===== src/rtl/mrf_pkg.sv =====
package mrf_pkg;

  localparam int unsigned SYM_W = 5;
  localparam int unsigned NIB_W = 4;
  localparam int unsigned NUM_DATA = 1 << NIB_W;

  localparam logic [SYM_W-1:0] CG_IDLE = 5'b11111;
  localparam logic [SYM_W-1:0] CG_J    = 5'b11000;
  localparam logic [SYM_W-1:0] CG_K    = 5'b10001;
  localparam logic [SYM_W-1:0] CG_T    = 5'b01101;
  localparam logic [SYM_W-1:0] CG_R    = 5'b00111;

  typedef enum logic [2:0] {
    SC_DATA, SC_IDLE, SC_J, SC_K, SC_T, SC_R, SC_BAD
  } sym_cls_e;

  typedef enum logic [2:0] {
    FS_LINE_IDLE, FS_SAW_J, FS_FRAME, FS_SAW_T, FS_ERR_HOLD
  } fr_state_e;

  typedef struct packed {
    logic [NIB_W-1:0] rxd;
    logic             dv;
    logic             crs;
    logic             er;
  } mii_rx_t;

  function automatic logic [SYM_W-1:0] cg_of_nibble(input logic [NIB_W-1:0] n);
    logic [SYM_W-1:0] c;
    case (n)
      4'h0: c = 5'b11110;  4'h1: c = 5'b01001;
      4'h2: c = 5'b10100;  4'h3: c = 5'b10101;
      4'h4: c = 5'b01010;  4'h5: c = 5'b01011;
      4'h6: c = 5'b01110;  4'h7: c = 5'b01111;
      4'h8: c = 5'b10010;  4'h9: c = 5'b10011;
      4'hA: c = 5'b10110;  4'hB: c = 5'b10111;
      4'hC: c = 5'b11010;  4'hD: c = 5'b11011;
      4'hE: c = 5'b11100;  default: c = 5'b11101;
    endcase
    return c;
  endfunction

  function automatic logic cg_is_data(input logic [SYM_W-1:0] c);
    logic hit;
    hit = 1'b0;
    for (int i = 0; i < NUM_DATA; i++)
      if (cg_of_nibble(NIB_W'(i)) == c) hit = 1'b1;
    return hit;
  endfunction

  function automatic logic [NIB_W-1:0] cg_to_nibble(input logic [SYM_W-1:0] c);
    logic [NIB_W-1:0] n;
    n = '0;
    for (int i = 0; i < NUM_DATA; i++)
      if (cg_of_nibble(NIB_W'(i)) == c) n = NIB_W'(i);
    return n;
  endfunction

  function automatic sym_cls_e cg_class(input logic [SYM_W-1:0] c);
    sym_cls_e k;
    if (cg_is_data(c))     k = SC_DATA;
    else if (c == CG_IDLE) k = SC_IDLE;
    else if (c == CG_J)    k = SC_J;
    else if (c == CG_K)    k = SC_K;
    else if (c == CG_T)    k = SC_T;
    else if (c == CG_R)    k = SC_R;
    else                   k = SC_BAD;
    return k;
  endfunction

endpackage


===== src/rtl/mrf_classify.sv =====
module mrf_classify
  import mrf_pkg::*;
(
  input  logic [SYM_W-1:0] sym_i,
  output sym_cls_e         cls_o,
  output logic [NIB_W-1:0] nib_o
);
  always_comb begin
    cls_o = cg_class(sym_i);
    nib_o = cg_to_nibble(sym_i);
  end
endmodule


===== src/rtl/mrf_fsm.sv =====
module mrf_fsm
  import mrf_pkg::*;
#(
  parameter logic [NIB_W-1:0] PRE_NIB = 4'b0101,
  parameter logic [NIB_W-1:0] FC_NIB  = 4'b1110
) (
  input  logic             clk,
  input  logic             rst_n,
  input  sym_cls_e         cls_i,
  input  logic [NIB_W-1:0] nib_i,
  input  logic             ten_mode_i,
  input  logic             ext_crs_i,
  output mii_rx_t          out_o,
  output logic             sof_evt_o,
  output logic             eof_evt_o,
  output logic             fc_evt_o
);
  fr_state_e st_q, st_d;
  mii_rx_t   nx;

  always_comb begin
    st_d = st_q;
    nx   = '0;
    sof_evt_o = 1'b0;
    eof_evt_o = 1'b0;
    fc_evt_o  = 1'b0;
    if (ten_mode_i) begin
      st_d   = FS_LINE_IDLE;
      nx.crs = ext_crs_i;
      nx.dv  = ext_crs_i;
    end else begin
      case (st_q)
        FS_LINE_IDLE: begin
          if (cls_i == SC_J) begin
            nx.crs = 1'b1; nx.rxd = PRE_NIB; st_d = FS_SAW_J;
          end else if (cls_i != SC_IDLE) begin
            nx.crs = 1'b1; nx.er = 1'b1; nx.rxd = FC_NIB;
            fc_evt_o = 1'b1; st_d = FS_ERR_HOLD;
          end
        end
        FS_SAW_J: begin
          if (cls_i == SC_K) begin
            nx.crs = 1'b1; nx.dv = 1'b1; nx.rxd = PRE_NIB;
            sof_evt_o = 1'b1; st_d = FS_FRAME;
          end else begin
            nx.er = 1'b1; nx.rxd = FC_NIB; fc_evt_o = 1'b1;
            if (cls_i == SC_IDLE) st_d = FS_LINE_IDLE;
            else begin nx.crs = 1'b1; st_d = FS_ERR_HOLD; end
          end
        end
        FS_FRAME: begin
          case (cls_i)
            SC_DATA: begin nx.crs = 1'b1; nx.dv = 1'b1; nx.rxd = nib_i; end
            SC_T:    begin nx.crs = 1'b1; st_d = FS_SAW_T; end
            SC_IDLE: begin nx.er = 1'b1; st_d = FS_LINE_IDLE; end
            default: begin nx.crs = 1'b1; nx.dv = 1'b1; nx.er = 1'b1; end
          endcase
        end
        FS_SAW_T: begin
          if (cls_i == SC_R) begin
            nx.crs = 1'b1; eof_evt_o = 1'b1; st_d = FS_LINE_IDLE;
          end else begin
            nx.er = 1'b1; nx.rxd = FC_NIB;
            if (cls_i == SC_IDLE) st_d = FS_LINE_IDLE;
            else begin nx.crs = 1'b1; st_d = FS_ERR_HOLD; end
          end
        end
        default: begin
          if (cls_i == SC_IDLE) st_d = FS_LINE_IDLE;
          else begin nx.crs = 1'b1; nx.er = 1'b1; nx.rxd = FC_NIB; end
        end
      endcase
    end
  end

  always_ff @(posedge clk or negedge rst_n) begin
    if (!rst_n) begin
      st_q  <= FS_LINE_IDLE;
      out_o <= '0;
    end else begin
      st_q  <= st_d;
      out_o <= nx;
    end
  end
endmodule


===== src/rtl/mii_rx_framer.sv =====
module mii_rx_framer
  import mrf_pkg::*;
#(
  parameter logic [3:0] PRE_NIB = 4'b0101,
  parameter logic [3:0] FC_NIB  = 4'b1110
) (
  input  logic       clk,
  input  logic       rst_n,
  input  logic [4:0] sym_i,
  input  logic       ten_mode_i,
  input  logic       ext_crs_i,
  output logic [3:0] rxd_o,
  output logic       rx_dv_o,
  output logic       crs_o,
  output logic       rx_er_o
);
  sym_cls_e         cls;
  logic [NIB_W-1:0] nib;
  mii_rx_t          mii;
  logic             sof_evt, eof_evt, fc_evt;

  mrf_classify u_cls (.sym_i(sym_i), .cls_o(cls), .nib_o(nib));

  mrf_fsm #(.PRE_NIB(PRE_NIB), .FC_NIB(FC_NIB)) u_fsm (
    .clk(clk), .rst_n(rst_n), .cls_i(cls), .nib_i(nib),
    .ten_mode_i(ten_mode_i), .ext_crs_i(ext_crs_i), .out_o(mii),
    .sof_evt_o(sof_evt), .eof_evt_o(eof_evt), .fc_evt_o(fc_evt)
  );

  assign rxd_o   = mii.rxd;
  assign rx_dv_o = mii.dv;
  assign crs_o   = mii.crs;
  assign rx_er_o = mii.er;
endmodule


===== config.mk =====
export PLATFORM = sky130hd
export DESIGN_NAME = mii_rx_framer
export DESIGN_NICKNAME = d
export VERILOG_FILES = /design/src/rtl/mrf_pkg.sv /design/src/rtl/mrf_classify.sv /design/src/rtl/mrf_fsm.sv /design/src/rtl/mii_rx_framer.sv
export SDC_FILE = /design/constraint.sdc
export NUM_CORES = 1
export LEC_CHECK = 0
export BUFFER_PORTS_ARGS = -buffer_cell sky130_fd_sc_hd__buf_2
export CORE_MARGIN = 10
export CORE_UTILIZATION = 50
export CTS_BUF_LIST = sky130_fd_sc_hd__clkbuf_4
export CTS_CLUSTER_DIAMETER = 100
export CTS_CLUSTER_SIZE = 16
export DETAILED_ROUTE_END_ITERATION = 8
export PLACE_DENSITY = 0.72
export SLEW_MARGIN = 20
export SYNTH_ARGS = -nofsm -noshare
export SYNTH_HDL_FRONTEND = slang
export SYNTH_HIERARCHICAL = 1
export SYNTH_SLANG_ARGS = --single-unit

===== constraint.sdc =====
create_clock -name clk -period 3.6 [get_ports clk]
set_clock_uncertainty 0.15 [all_clocks]
set_input_delay 0.72 -clock clk [delete_from_list [all_inputs] [get_ports clk]]
set_output_delay 0.72 -clock clk [all_outputs]
set_load 0.05 [all_outputs]

-- Word-level counts from Yosys, hierarchy flattened
Cells that the tools add are included.
- bits in registers: 10
- input port bits: 9
- output and inout port bits: 7
- word-level logic and storage cells: 113
- equal/unequal tests: 32
- multiplexer cells: 70
- reductions and logical operators: 6
- operators with widths (cell ; count):
    $mux W4 ; 15
    $eq A5 B5 Y1 const A ; 11
    $mux W3 ; 16
    $mux W1 ; 28
    $eq A4 B5 Y1 const A ; 5
    $pmux W4 S4 ; 1
    $eq A5 B5 Y1 const B ; 3
    $eq A3 B2 Y1 const B ; 4
    $mux W2 ; 6
    $pmux W3 S4 ; 1
    $pmux W2 S4 ; 1
    $eq A3 B1 Y1 const B ; 2
    $eq A3 B3 Y1 const B ; 2
    $logic_not A3 Y1 ; 2
    $pmux W3 S2 ; 1
    $reduce_bool A6 Y1 ; 1
    $eq A5 B3 Y1 const B ; 1
    $eq A5 B4 Y1 const B ; 1
    $ne A4 B2 Y1 const B ; 1
    $ne A4 B3 Y1 const B ; 1
    $reduce_or A2 Y1 ; 2
    $ne A3 B1 Y1 const B ; 1
    $reduce_and A3 Y1 ; 1
    $pmux W1 S2 ; 1

-- Logic depth before layout (Yosys ltp)
- depth after elaboration: 23
- gate-level depth with buffers: 9
- gate-level depth less buffers: 7

-- By module
The synthesis kept the hierarchy.
- by module, submodules not included (module ; instances ; cells each ; area each (µm²) ; sequential area each (µm²)):
    mrf_fsm ; 1 ; 88 ; 720.7 ; 250.2
    mrf_classify ; 1 ; 31 ; 193.9 ; 0.0

-- Worst setup path before layout
No wires, ideal clock.
- path kind: input to register
- start: input sym_i[3]
- end: register u_fsm.st_q[0]
- setup time: 0.134 ns
- arrival time: 2.361 ns
- data required time: 3.316 ns
- slack: 0.954 ns
- stages on the path: 8
- path buffers: 1
- cells stage by stage: buf_2 -> and4b_1 -> a221oi_1 -> o21ai_1 -> or4_1 -> a21o_1 -> a221oi_2 -> o31ai_1
- cells in the longest elaborated chain, start to end: 22
- elaborated cells on any way between the ends: 59
- those cells by class: eq/ne (29); mux (28); reduce/logical (2)
- RTL lines (what ; RTL line ; source):
    from (decl) ; mii_rx_framer.sv:9 ; input logic [4:0] sym_i,
    $eq A5 B5 Y1 ; - ;
    $mux W1 (16 in series) ; mrf_pkg.sv:47 ; if (cg_of_nibble(NIB_W'(i)) == c) hit = 1'b1;
    $mux W3 (*) ; mrf_pkg.sv:61 ; if (cg_is_data(c)) k = SC_DATA;
    net cls[2] ; mii_rx_framer.sv:17 ; sym_cls_e cls;
    $eq A3 B1 Y1 (tied with other cells) ; mrf_fsm.sv:52, mrf_fsm.sv:69 ;
    $pmux W3 S2 (tied with other cells) ; mrf_fsm.sv:52 ; case (cls_i)
    $pmux W3 S4 ; mrf_fsm.sv:32 ; case (st_q)
    $mux W3 ; mrf_fsm.sv:27 ; if (ten_mode_i) begin
    to (signal assigned) ; mrf_fsm.sv:81 ; st_q <= st_d;
    to (decl) ; mrf_fsm.sv:18 ; fr_state_e st_q, st_d;
The timed path passes the listed nets; every way through them passes the cells marked *. The select of a mux whose other input is x is not followed.
A chain may end at the register's enable or synchronous reset.

-- Final worst setup path
- start: input sym_i[2]
- end: register u_fsm.st_q[0]
Same word-level chain as after synthesis.

==> impl_metrics.py <==
metrics = {
    "worst_setup_path": {
        "endpoint": "u_fsm/st_q[0]",
        "critical-path-top-delay-family": "compound AO/OA/AOI/OAI gates",
        "crit_slowest_cell": "or4_1",
        "crit_required_ns": 3.58,
        "cp.depth": 8,
        "critPathArrivalTime_ns": 2.80,
        "slowest_delay_ns": 0.58,
        "r2r_setup_slack_ns": 1.64,
        "r2r_start": "u_fsm/st_q[2]",
        "reg2reg_to": "u_fsm/st_q[0]",
        "crit_chain": "buf_2, and4b_1, a221oi_1, o21ai_1, or4_1, a21o_1, a221oi_2, o31ai_1",
        "cp_max_fo": 15,
        "cp-end-kind": "register",
        "startpoint": "sym_i[2]",
        "start_kind": "input pin",
        "path_buf_inv": 1,
        "r2r_cells": 4,
        "crit_type": "in2reg",
    },
    "route": {
        "drt_wl_total_um": 2028,
        "vias": 878,
        "drc": 0,
        "vias_per_cell": 5.893,
        "drt_iter0_drc": 43,
        "drt_pass1_iterations": 4,
        "wire_per_inst_um": 13.61,
        "ant_nets": 0,
    },
    "clocking": {
        "cts_tree": "done",
        "cts_sinks": 10,
        "cts_resized": 0,
        "cts_made_buffers": 3,
        "clk-insertion-delay-late_ns": 0.26,
        "max-clock-path-buffers": 2,
        "cts_setup_buffers": 0,
        "cts_hold_buf": 0,
        "clkSlewWorstSetupHoldPaths_ns": 0.06,
        "htreeDepth": 1,
        "cts-root-buf": "clkbuf_4",
    },
    "flow_run": {
        "drv_cap": 0,
    },
    "floorplanning": {
        "num_rows": 15,
        "fp.dieW_um": 62.39,
        "die_area_um2": 3892,
        "io-pin-count": 16,
        "core_um2": 1708,
        "start_util_pct": 52.60,
        "die_height_um": 62.39,
    },
    "grt": {
        "grt_max_degree": 17,
        "grt_pass1_vias": 804,
        "antenna_found_initial": 0,
        "grt_use_met3_pct": 1.971,
        "grt.busiest_layer": "met2",
        "grt_pass1_wl_um": 3484,
        "met1_usage_pct": 13.92,
        "grt_use_met2_pct": 14.74,
        "overflow": 0,
        "gr-usage-all-layers_pct": 10.27,
    },
    "sta": {
        "slew_violations": 0,
        "finalCriticalPeriod_ns": 2.820,
        "worstMarginPinSlew_ns": 0.9456,
        "setup_tns_ns": 0,
        "hold_viol": 0,
        "setup_viol": 0,
        "rsz0062_at_grt": "no",
        "max_slew_margin_pct": 36.53,
        "finalCritPeriodShare_pct": 78.35,
        "fmax_ghz": 0.3546,
    },
    "logic_synthesis": {
        "synth_nets": 125,
        "syn-cell-area_um2": 898.4,
        "synth_area_per_cell_um2": 7.744,
        "ys_warn_count": 6,
        "syn_inst": 116,
    },
    "finish": {
        "nFillCells": 164,
        "area_growth_pct": 9.053,
        "nNetsFinal": 134,
        "drive_above_1_share_pct": 20.97,
        "stdcell_count": 149,
        "antenna_cells": 0,
        "stdcell_area_um2": 979.7,
    },
    "placed_design": {
        "detailed_place_hpwl_um": 1510,
        "globalplace.congestion": 0.8452,
        "port_buffers": 15,
        "place_inst": 145,
        "placed_cell_area_um2": 953.4,
    },
    "power_and_ir_drop": {
        "swShare_pct": 36.22,
        "p_leak_nw": 0.3944,
        "p_per_area_nw_per_um2": 312.9,
        "comb_power_share_pct": 33.9,
        "p_clk_share_pct": 24.5,
        "p_int_uw": 195.5,
        "switchingPower_uw": 111.1,
        "p_seq_share_pct": 41.7,
        "irDropWorstVdd_mv": 0.1249,
    },
    "outcome": {
        "outcome": "completed",
    },
    "worst_hold_path": {
        "hp-class": "in2async",
    },
}
-- area by class of cell --
class | instances | area, um^2 | area share [%]
clock inverter | 1 | 3.754 | 0.3831
timing repair buffer | 16 | 82.58 | 8.429
inverter | 6 | 22.52 | 2.299
sequential | 10 | 250.2 | 25.54
tap | 25 | 31.28 | 3.193
clock buffer | 3 | 22.52 | 2.299
multi-input combinational | 88 | 566.8 | 57.85
-- metrics by stage --
step | setup WS (ns) | hold WS (ns) | total power [mW] | util, %
floorplan | 0.9545 | 0.2744 | 0.2116 | -
global placement | 0.6158 | 0.4316 | 0.2313 | 55.82
detailed placement | 0.5258 | 0.4307 | 0.2328 | 55.82
CTS | 0.8101 | 0.1527 | 0.3082 | 57.36
global route | 0.6251 | 0.1495 | 0.3310 | 57.36
finish | 0.7795 | 0.1498 | 0.3066 | 57.36
-- power by group through the flow --
stage / clock network [mW] / logic [mW] / registers [mW]
3_3_place_gp: 0 / 0.102 / 0.130
2_1_floorplan: 0 / 0.0640 / 0.148
4_1_cts: 0.0771 / 0.104 / 0.127
3_5_place_dp: 0 / 0.103 / 0.130
6_report: 0.0750 / 0.104 / 0.128
5_1_grt: 0.0890 / 0.114 / 0.128
-- routing by layer --
metal,vias up,wire length [um],share of wire (%)
met3,0,117,5.8
met4,0,0,0
met5,-,0,0
met1,401,987,49
li1,437,-,-
met2,40,922,45
-- worst min path at each step --
stage / from / to / slack, ns / depth (start not counted)
final: rst_n / u_fsm/out_o[2] / 0.15 / 1
after detailed placement: rst_n / u_fsm/out_o[4] / 0.43 / 1
after global routing: rst_n / u_fsm/out_o[4] / 0.15 / 1
after global placement: rst_n / u_fsm/out_o[5] / 0.43 / 1
after floorplan: rst_n / u_fsm/out_o[0] / 0.27 / 0
after CTS: rst_n / u_fsm/out_o[4] / 0.15 / 1
-- flip-flops by register name (all words and copies together) (netlist names) --
name,count
u_fsm/out_o,7
u_fsm/st_q,3
-- cell usage in the layout, fill, tap and decap left out, types with 2 or more instances in the layout --
cell,instances
nand2b_1,2
nor3b_1,3
nand3_1,5
xnor2_1,3
nor3_1,4
and2_1,3
nor2_1,6
buf_2,15
a21o_1,5
clkbuf_4,3
dfrtp_1,10
inv_1,6
xor2_1,2
o21ai_1,2
or2_2,2
o21ai_0,7
a221oi_1,2
nand2_1,9
nand3b_1,3
a21oi_1,9
(Power assumes the default switching activity.)
